File: config.mk
export PLATFORM = sky130hd
export DESIGN_NAME = wdt_top
export DESIGN_NICKNAME = d
export VERILOG_FILES = /design/src/rtl/wdt_pkg.sv /design/src/rtl/wdt_tap_sel.sv /design/src/rtl/wdt_cfg.sv /design/src/rtl/wdt_ctrl.sv /design/src/rtl/wdt_top.sv
export SDC_FILE = /design/constraint.sdc
export NUM_CORES = 1
export LEC_CHECK = 0
export BUFFER_PORTS_ARGS = -buffer_cell sky130_fd_sc_hd__buf_4
export CORE_MARGIN = 4
export CORE_UTILIZATION = 35
export CTS_BUF_LIST = sky130_fd_sc_hd__clkbuf_4
export DETAILED_ROUTE_END_ITERATION = 8
export PLACE_DENSITY = 0.81
export SLEW_MARGIN = 20
export SYNTH_ARGS = -nofsm -noshare
export SYNTH_HDL_FRONTEND = slang
export SYNTH_HIERARCHICAL = 1
export SYNTH_SLANG_ARGS = --single-unit
File: constraint.sdc
create_clock -name clk -period 2.2 [get_ports clk]
set_clock_uncertainty 0.1 [all_clocks]
set_input_delay 0.11 -clock clk [delete_from_list [all_inputs] [get_ports clk]]
set_output_delay 0.11 -clock clk [all_outputs]
set_load 0.02 [all_outputs]
File: src/rtl/wdt_pkg.sv
// Shared types and helpers for the timebase-tapped watchdog.
// Assumes tap tables are packed as four LOG_BITS-wide fields, index 0 lowest.
package wdt_pkg;

    localparam int LOG_BITS = 5;

    // Captured selection: source bit above the two interval bits.
    typedef struct packed {
        logic       src;
        logic [1:0] ivl;
    } wdt_cfg_t;

    // Bit index of the timebase bit whose falling edge repeats every 2^log counts.
    function automatic int tap_bit_index(logic [4*LOG_BITS-1:0] logs, int idx);
        return int'(logs[idx*LOG_BITS +: LOG_BITS]) - 1;
    endfunction

endpackage

File: src/rtl/wdt_tap_sel.sv
// Tap multiplexer and carry detector.
// Picks one of eight timebase bits and flags the cycle where it falls.
// Assumes a timebase clear zeroes both timebases at the edge where tb_clr is high,
// so the drop caused by that clear must not count as a carry.
module wdt_tap_sel
    import wdt_pkg::*;
#(
    parameter int                    MAIN_W    = 19,
    parameter int                    SUB_W     = 15,
    parameter logic [4*LOG_BITS-1:0] MAIN_LOGS = {5'd19, 5'd16, 5'd14, 5'd12},
    parameter logic [4*LOG_BITS-1:0] SUB_LOGS  = {5'd15, 5'd14, 5'd13, 5'd10}
) (
    input  logic              clk,
    input  logic              rst_n,
    input  logic [MAIN_W-1:0] main_tb,
    input  logic [SUB_W-1:0]  sub_tb,
    input  wdt_cfg_t          sel,
    input  logic              tb_clr,
    output logic              tap_bit,
    output logic              carry
);

    localparam int N_TAPS = 8;

    logic [N_TAPS-1:0] taps;
    logic              prev_q;

    // Gather the four main and four sub taps into one vector.
    for (genvar i = 0; i < 4; i++) begin : g_taps
        localparam int MPOS = tap_bit_index(MAIN_LOGS, i);
        localparam int SPOS = tap_bit_index(SUB_LOGS, i);
        assign taps[i]     = main_tb[MPOS];
        assign taps[4 + i] = sub_tb[SPOS];
    end

    assign tap_bit = taps[sel];

    // Remember the tap value; a timebase clear forces the history to zero.
    always_ff @(posedge clk) begin
        if (!rst_n)      prev_q <= 1'b0;
        else if (tb_clr) prev_q <= 1'b0;
        else             prev_q <= tap_bit;
    end

    assign carry = prev_q & ~tap_bit;

endmodule

File: src/rtl/wdt_cfg.sv
// Selection capture.
// Latches source and interval on the start that leaves the stopped state,
// and forwards the incoming selection during that same cycle.
module wdt_cfg
    import wdt_pkg::*;
(
    input  logic     clk,
    input  logic     rst_n,
    input  logic     run,
    input  logic     start,
    input  wdt_cfg_t cfg_in,
    output wdt_cfg_t cfg_q,
    output wdt_cfg_t sel
);

    logic capture;
    assign capture = start & ~run;

    // Hold the selection for the whole run.
    always_ff @(posedge clk) begin
        if (!rst_n)       cfg_q <= '0;
        else if (capture) cfg_q <= cfg_in;
    end

    assign sel = capture ? cfg_in : cfg_q;

endmodule

File: src/rtl/wdt_ctrl.sv
// Run state, two-bit period counter, phase flag and reset pulse.
// Assumes carry is a one-cycle strobe per tap period.
// A start or clear taken while the tap bit is high (second half of a period)
// sets the phase flag, which swallows one carry. This keeps the timeout within 3.5..4.5 periods.
module wdt_ctrl (
    input  logic       clk,
    input  logic       rst_n,
    input  logic       start,
    input  logic       clear,
    input  logic       carry,
    input  logic       tap_bit,
    output logic       run,
    output logic [1:0] cnt,
    output logic       wdt_rst
);

    localparam logic [1:0] CNT_LAST = 2'd3;

    logic restart;
    logic fire;

    assign restart = start | (clear & run);
    assign fire    = run & ~restart & carry & ~late_q & (cnt == CNT_LAST);

    logic late_q;

    // Track run state, count carries and apply the phase skip.
    always_ff @(posedge clk) begin
        if (!rst_n) begin
            run    <= 1'b0;
            cnt    <= '0;
            late_q <= 1'b0;
        end else if (restart) begin
            run    <= 1'b1;
            cnt    <= '0;
            late_q <= tap_bit;
        end else if (run && carry) begin
            if (late_q) begin
                late_q <= 1'b0;
            end else if (cnt == CNT_LAST) begin
                run <= 1'b0;
                cnt <= '0;
            end else begin
                cnt <= cnt + 2'd1;
            end
        end
    end

    // Register the one-cycle reset request.
    always_ff @(posedge clk) begin
        if (!rst_n) wdt_rst <= 1'b0;
        else        wdt_rst <= fire;
    end

endmodule

File: src/rtl/wdt_top.sv
// Timebase-tapped watchdog top.
// Assumes both timebases are synchronous to clk and that tb_clear_i is high
// at the edge where the timebases are zeroed.
module wdt_top
    import wdt_pkg::*;
#(
    parameter int                    MAIN_W    = 19,
    parameter int                    SUB_W     = 15,
    parameter logic [4*LOG_BITS-1:0] MAIN_LOGS = {5'd19, 5'd16, 5'd14, 5'd12},
    parameter logic [4*LOG_BITS-1:0] SUB_LOGS  = {5'd15, 5'd14, 5'd13, 5'd10}
) (
    input  logic              clk,
    input  logic              rst_n,
    input  logic [MAIN_W-1:0] main_tb_i,
    input  logic [SUB_W-1:0]  sub_tb_i,
    input  logic              src_sel_i,
    input  logic [1:0]        ivl_sel_i,
    input  logic              start_i,
    input  logic              clear_i,
    input  logic              tb_clear_i,
    output logic              wdt_rst_o
);

    wdt_cfg_t   cfg_in;
    wdt_cfg_t   cfg_w;
    wdt_cfg_t   sel_w;
    logic       run_w;
    logic [1:0] cnt_w;
    logic       tap_w;
    logic       carry_w;

    assign cfg_in = '{src: src_sel_i, ivl: ivl_sel_i};

    wdt_cfg u_cfg (
        .clk    (clk),
        .rst_n  (rst_n),
        .run    (run_w),
        .start  (start_i),
        .cfg_in (cfg_in),
        .cfg_q  (cfg_w),
        .sel    (sel_w)
    );

    wdt_tap_sel #(
        .MAIN_W    (MAIN_W),
        .SUB_W     (SUB_W),
        .MAIN_LOGS (MAIN_LOGS),
        .SUB_LOGS  (SUB_LOGS)
    ) u_tap (
        .clk     (clk),
        .rst_n   (rst_n),
        .main_tb (main_tb_i),
        .sub_tb  (sub_tb_i),
        .sel     (sel_w),
        .tb_clr  (tb_clear_i),
        .tap_bit (tap_w),
        .carry   (carry_w)
    );

    wdt_ctrl u_ctrl (
        .clk     (clk),
        .rst_n   (rst_n),
        .start   (start_i),
        .clear   (clear_i),
        .carry   (carry_w),
        .tap_bit (tap_w),
        .run     (run_w),
        .cnt     (cnt_w),
        .wdt_rst (wdt_rst_o)
    );

endmodule

==> results by group, run 1 <==
Synth
  • Syn nets: 93
  • Ys Warns: 6
  • Most common cell in the netlist: dfxtp_1
  • Syn_area_per_cell: 10.4 um2
  • Sequential fraction of the synthesis area: 34.5%
  • Asr flop ratio synth: 0%
  • Top cell type's share of synthesized area: 34.5%
  • Post-synthesis register bit count: 9
  • Cell variety after synth: 23
  • Synth top area cells: dfxtp_1 (35%), mux2i_1 (15%), mux2_4 (8.6%)
  • Top FF cell, synth: dfxtp_1
  • Largest area contributor in the netlist: dfxtp_1
  • Gate Count Post-Synth: 50
  • Mapped Area: 522 um2
  • EDFF count, synth: 0
  • Top post-synthesis cells by count: dfxtp_1 (9), mux2i_1 (8), nand2_1 (8)

Worst setup path
  • Arr. time, crit path: 2210 ps
  • Critical path required time: 2250 ps
  • Critical Path End Type: register
  • R2r setup slk: 40 ps
  • Crit path max fanout: 4
  • Setup CP Type: reg -> reg
  • Crit start category: register

Power
  • Leak: 0.356 nW
  • P per Cell Area: 569 mW/mm2
  • Peak VDD IR: 0.000217 V

Die
  • Starting Density: 38.6%
  • Core area: 0.00135 mm2
  • Die X: 46.6 um
  • Placement row count: 13
  • Die Ht: 46.6 um
  • Die area: 0.00217 mm2
  • # IOs: 43

Global routing
  • Largest net degree at the start of global routing: 11
  • Total grt overflow: 0
  • Vias in the first global route: 457
  • All-Layer GR Usage: 12.2%
  • Global-route wire length before repair: 1730 um
  • Initial antenna violation count: 0

Clocking
  • CTS Sinks: 9
  • Clock latency at the later pin of the worst-skew pair: 260 ps
  • Number of CTS-inserted buffers: 3
  • Root Buffer: clkbuf_4
  • CTS tree: done
  • Htree depth: 1
  • CTS Buffer Depth: 2
  • Clock slew at reported path FFs: 70 ps

Route
  • Routed WL per cell: 11.8 um
  • Vias per cell: 4.86
  • Iter 0 DRT Violations: 16
  • Post-Route WL: 1040 um
  • Drt drc: 0
  • Drt pass-1 iters: 3
  • Vias: 428
  • ANT nets after route: 0

STA
  • Crit share post-route: 98.2%
  • Final setup violation count: 0
  • Achievable Freq: 0.463 GHz
  • Final min period: 2160 ps
  • Worst-Margin Slew: 186 ps
  • RSZ-0062 raised after global routing: true
  • Final max-slew violation count: 0
  • Final hold vios: 0
  • Fin Hold WS: 7.71 ps
  • Rel. slew slack: 87.6%

Place
  • PortBufs: 16
  • Gpl congestion: 0.664
  • Dpl hpwl: 835 um
  • Inst Count DP: 82

Status
  • Status: complete, no violations

Final layout
  • Final design utilization: 53.9%
  • Area growth syn-to-layout: 39.6%
  • Post-Layout Cell Count: 88
  • NumNets Final: 117
  • Layout cells sized above 1: 46.6%
  • # diodes: 0

Flow run
  • Max-cap check violation count: 0

Min path
  • Hold Crit Class: in -> reg
## critical path, cell delays in order (launching register included)
cell and delay, ps:
dfxtp_4 340, nand2b_4 150, mux2_4 340, mux2i_1 120
mux4_2 480, and2_4 200, nand3b_4 90, mux2i_1 180
nor2_1 50
## layout by cell type (no fill, tap or decap)
cell	count
buf_4	19
nand2_1	8
mux2i_1	8
dfxtp_1	8
clkbuf_4	4
mux2_4	3
a21oi_1	2
nor2b_1	2
inv_1	2
dlygate4sd3_1	1
nand2b_4	1
and2b_1	1
nand3b_4	1
or3_1	1
a21oi_2	1
nand4bb_1	1
nor2_1	1
o21ai_2	1
and3b_1	1
o21a_1	1
nor3_1	1
ha_1	1
dfxtp_4	1
mux4_2	1
and2_4	1
nor3b_2	1
## registers in the layout, summed over array words and instances, names as in the netlist
register and count:
u_tap/prev_q 1, u_ctrl/late_q 1, u_ctrl/cnt 2, u_ctrl/wdt_rst 1, u_ctrl/run 1, u_cfg/cfg_q 3
## metal layers
layer  share of wire [%]  GRT usage [%]  routed length (um)  vias to the layer above
li1                    -              -                   -                      220
met1                  40           12.0                 415                      199
met2                  54           20.1                 558                        5
met3                 1.8           3.52                  19                        4
met4                 4.4           11.6                  46                        0
met5                   0              0                   0                        -
## repair_timing
item                                    CTS  global route
setup buffers                             0             1
endpoints found under the hold margin     1             0
hold buffers                              1             0
resized for setup                         0             1
endpoints found under the setup margin    0             3
## per-stage QoR
stage	total power, mW	setup WS (ps)	TNS [ps]	cell area (um2)
2_1_floorplan	0.236	-13.0	-25.0	537
3_3_place_gp	0.268	85.5	0	677
3_5_place_dp	0.271	61.0	0	677
4_1_cts	0.418	56.1	0	717
5_1_grt	0.440	-40.5	-102	728
6_report	0.414	40.5	0	728
## final cells by class
cell class | instances | area, um2
fillers | 116 | 622
multi-input cells | 38 | 335
flip-flops and latches | 9 | 184
repair buffers | 20 | 153
clock buffers | 4 | 30.0
well taps | 15 | 18.8
inverters | 2 | 7.51
## cell families (layout without fill, tap and decap cells)
family	count (synthesis)	in the layout	share of synthesized area, %
and+or+nand+nor	20	20	26.4
muxes	12	12	28.3
AOI/OAI and AO/OA	5	5	6.00
adders and majority gates	1	1	2.40
buffers and inverters	3	26	2.40
DFF	9	9	34.5
## path summary, 6_finish.rpt
check / from / to / cells after the start
min reg2reg: u_cfg/cfg_q[2]$_SDFF_PN0_ / u_cfg/cfg_q[2]$_SDFF_PN0_ / 2
max reg2reg: u_ctrl/run$_SDFFE_PN0P_ / u_ctrl/cnt[1]$_SDFFE_PP0P_ / 8
min: src_sel_i / u_cfg/cfg_q[2]$_SDFF_PN0_ / 3
max: u_ctrl/run$_SDFFE_PN0P_ / u_ctrl/cnt[1]$_SDFFE_PP0P_ / 8
## power by group
part | total (mW) | switching (mW) | internal [mW]
combinational | 0.0959 | 0.0347 | 0.0612
clock | 0.143 | 0.0608 | 0.0823
sequential | 0.175 | 0.00425 | 0.171
(Power assumes the default switching activity.)
==> run 2: changes to the inputs <==
Settings changed: ABC_AREA set to 1, CORE_UTILIZATION 35 to 36.
==> run 2 against run 1 <==
Effect of this change:
- sequential share of layout area is 0.93 points lower
- fmax increased by 8.4%
- clock power decreased by 3%
- final cell count is 47% higher
- register-to-register slack better by 170 ps
- via count increased by 35%
- core utilization is 0.27 points higher
==> results by group, run 2 <==
STA
  • Final max-slew violation count: 0 (unchanged)
  • Worst-Margin Slew: 247 ps (was 186 ps)
  • Achievable Freq: 0.502 GHz (was 0.463 GHz)
  • Final hold vios: 0 (unchanged)
  • Setup TNS: 0 ps (unchanged)
  • RSZ-0062 raised after global routing: false (was true)
  • Fin Hold WS: 60.7 ps (was 7.71 ps)
  • Crit share post-route: 90.5% (was 98.2%)
  • Final min period: 1990 ps (was 2160 ps)
  • Final setup violation count: 0 (unchanged)
  • Rel. slew slack: 83.5% (was 87.6%)

Clocking
  • CTS Sinks: 9 (unchanged)
  • Clock slew at reported path FFs: 60 ps (was 70 ps)
  • CTS Buffer Depth: 2 (unchanged)
  • Clock latency at the later pin of the worst-skew pair: 260 ps (about the same)
  • CTS tree: done (unchanged)
  • Root Buffer: clkbuf_4 (unchanged)
  • Post-CTS Setup Bufs: 0 (unchanged)
  • Htree depth: 1 (unchanged)
  • Hold_buf cts: 2 (was 1)
  • Number of CTS-inserted buffers: 3 (unchanged)
  • PostCTS Resize Cnt: 0 (unchanged)

Min path
  • Hold Crit Start: clear_i (was src_sel_i)
  • Worst Hold Depth: 3 (unchanged)
  • Hold Crit Class: in -> reg (unchanged)
  • Hold endpoint: u_ctrl/run$_SDFFE_PN0P_ (was u_cfg/cfg_q[2]$_SDFF_PN0_)

Power
  • Leak: 0.426 nW (was 0.356 nW)
  • Peak VDD IR: 0.000219 V (was 0.000217 V)
  • P per Cell Area: 575 mW/mm2 (was 569 mW/mm2)

Global routing
  • Vias in the first global route: 538 (was 457)
  • Total grt overflow: 0 (unchanged)
  • All-Layer GR Usage: 12.8% (was 12.2%)
  • Initial antenna violation count: 0 (unchanged)
  • Largest net degree at the start of global routing: 7 (was 11)
  • Global-route wire length before repair: 1970 um (was 1730 um)

Route
  • Vias: 578 (was 428)
  • Post-Route WL: 1220 um (was 1040 um)
  • Iter 0 DRT Violations: 12 (was 16)
  • Vias per cell: 4.48 (was 4.86)
  • Drt pass-1 iters: 4 (was 3)
  • Routed WL per cell: 9.43 um (was 11.8 um)
  • ANT nets after route: 0 (unchanged)
  • Drt drc: 0 (unchanged)

Synth
  • Gate Count Post-Synth: 92 (was 50)
  • Syn_area_per_cell: 6.00 um2 (was 10.4 um2)
  • Mapped Area: 552 um2 (was 522 um2)
  • Sequential fraction of the synthesis area: 32.7% (was 34.5%)
  • Asr flop ratio synth: 0% (unchanged)
  • EDFF count, synth: 0 (unchanged)
  • Most common cell in the netlist: nand2_1 (was dfxtp_1)
  • Top cell type's share of synthesized area: 32.7% (was 34.5%)
  • Post-synthesis register bit count: 9 (unchanged)
  • Top FF cell, synth: dfxtp_1 (unchanged)
  • Top post-synthesis cells by count: nand2_1 (29), inv_1 (25), dfxtp_1 (9) (was dfxtp_1 (9), mux2i_1 (8), nand2_1 (8))
  • Synth top area cells: dfxtp_1 (33%), nand2_1 (20%), inv_1 (17%) (was dfxtp_1 (35%), mux2i_1 (15%), mux2_4 (8.6%))
  • Ys Warns: 6 (unchanged)
  • Syn nets: 135 (was 93)
  • Largest area contributor in the netlist: dfxtp_1 (unchanged)
  • Cell variety after synth: 16 (was 23)

Final layout
  • Commonest non-fill, non-tap cell in the layout: nand2_1 (was buf_4)
  • Most flop-heavy register: u_cfg/cfg_q (unchanged)
  • Most frequent cells in the layout: nand2_1 (29), inv_1 (25), buf_4 (16), dfxtp_1 (9), nand3_1 (8) (was buf_4 (19), nand2_1 (8), mux2i_1 (8), dfxtp_1 (8), clkbuf_4 (4))
  • Layout cells sized above 1: 25.4% (was 46.6%)
  • Seq. cell area: 180 um2 (was 184 um2)
  • Fill count: 132 (was 116)
  • Footprint of the multi-input gates: 270 um2 (was 335 um2)
  • NumNets Final: 158 (was 117)
  • Post-Layout Cell Count: 129 (was 88)
  • Top Registers: u_cfg/cfg_q: 3 flops, u_ctrl/cnt: 2 flops (unchanged)
  • # diodes: 0 (unchanged)
  • Area growth syn-to-layout: 34.2% (was 39.6%)
  • Largest register FFs: 3 (unchanged)
  • Finished Cell Area: 741 um2 (was 728 um2)

Place
  • Gpl congestion: 0.708 (was 0.664)
  • PortBufs: 16 (unchanged)
  • Inst Count DP: 123 (was 82)
  • Dpl cell area: 691 um2 (was 677 um2)
  • Dpl hpwl: 987 um (was 835 um)

Worst setup path
  • Crit start category: register (unchanged)
  • Critical Path End Type: register (unchanged)
  • Worst-case reg-to-reg path depth: 16 (was 8)
  • R2r endpoint: u_ctrl/cnt[0]$_SDFFE_PP0P_ (was u_ctrl/cnt[1]$_SDFFE_PP0P_)
  • Setup CP Type: reg -> reg (unchanged)
  • Crit path max fanout: 6 (was 4)
  • Arr. time, crit path: 2080 ps (was 2210 ps)
  • R2r setup slk: 210 ps (was 40 ps)
  • R2r startpoint: u_ctrl/run$_SDFFE_PN0P_ (unchanged)
  • Critical path required time: 2290 ps (was 2250 ps)

Status
  • Status: complete, no violations (unchanged)

Flow run
  • Max-cap check violation count: 0 (unchanged)

Die
  • Placement row count: 13 (unchanged)
  • Die X: 47.2 um (was 46.6 um)
  • Core area: 0.00137 mm2 (was 0.00135 mm2)
  • Starting Density: 40.4% (was 38.6%)
  • Die Ht: 47.2 um (was 46.6 um)
  • # IOs: 43 (unchanged)
  • Die area: 0.00222 mm2 (was 0.00217 mm2)
-- run 2: cell types whose count changed after synthesis, moves of 3 or more --
cell	change
mux2_4	-3
inv_1	+23
nand2_1	+21
mux2i_1	-8
nor2_1	+4
nand3_1	+8
-- run 2: worst max-delay path by stage --
stage                       startpoint                         end  slack [ps]  cells after the start
3_3_place_gp   u_ctrl/run$_SDFFE_PN0P_  u_ctrl/cnt[1]$_SDFFE_PP0P_         350                     16
5_1_grt        u_ctrl/run$_SDFFE_PN0P_  u_ctrl/cnt[0]$_SDFFE_PP0P_          40                     16
4_1_cts        u_ctrl/run$_SDFFE_PN0P_  u_ctrl/cnt[1]$_SDFFE_PP0P_         230                     16
6_report       u_ctrl/run$_SDFFE_PN0P_  u_ctrl/cnt[0]$_SDFFE_PP0P_         210                     16
3_5_place_dp   u_ctrl/run$_SDFFE_PN0P_  u_ctrl/cnt[1]$_SDFFE_PP0P_         260                     16
2_1_floorplan  u_ctrl/run$_SDFFE_PN0P_  u_ctrl/cnt[0]$_SDFFE_PP0P_         510                     16
-- run 2: worst max-delay path, stage by stage, from the launching register on --
cell and delay [ps]:
dfxtp_1 460, inv_1 130, nand2_2 90, nand2_1 50
nand2_1 70, inv_1 100, inv_2 90, nand2_1 60
nand3_1 80, nand2_1 60, nand2_1 70, nand2_2 60
nor2_2 140, nand3_2 120, clkinv_1 70, nand2_1 40
a21oi_1 110
-- run 2: through the flow --
step                setup slack, ps  utilization, %  power, mW
floorplan                       507               -      0.251
CTS                             230            54.2      0.431
global route                   44.1            54.2      0.460
detailed placement              265            50.5      0.288
finish                          209            54.2      0.426
global placement                349            50.5      0.281
-- run 2: logic make-up (layout without fill, tap and decap cells) --
logic type	count (synthesis)	after routing	share of synthesized area [%]
AOI/OAI and AO/OA	5	5	5.90
adders and majority gates	1	1	2.27
buffers and inverters	27	49	18.4
DFF	9	9	32.7
and+or+nand+nor	50	50	40.8
-- run 2: per-layer routing --
layer  wire length, um  part of all wire [%]  track usage, %
met5                 0                     0               0
met4                40                   3.3            9.94
met2               615                    51            23.8
met3                72                   5.9            2.68
met1               489                    40            11.9
-- run 2: final cells by class --
type	instances	share of cell area (%)
Multi-Input combinational cell	56	36.5
Sequential cell	9	24.3
Timing Repair Buffer	18	18.9
Inverter	27	13.7
Clock buffer	4	4.05
Tap cell	15	2.53
-- run 2: power by group --
part	internal, mW	switching (mW)
Clock	0.0821	0.0559
Combinational	0.0478	0.0620
Sequential	0.173	0.00531
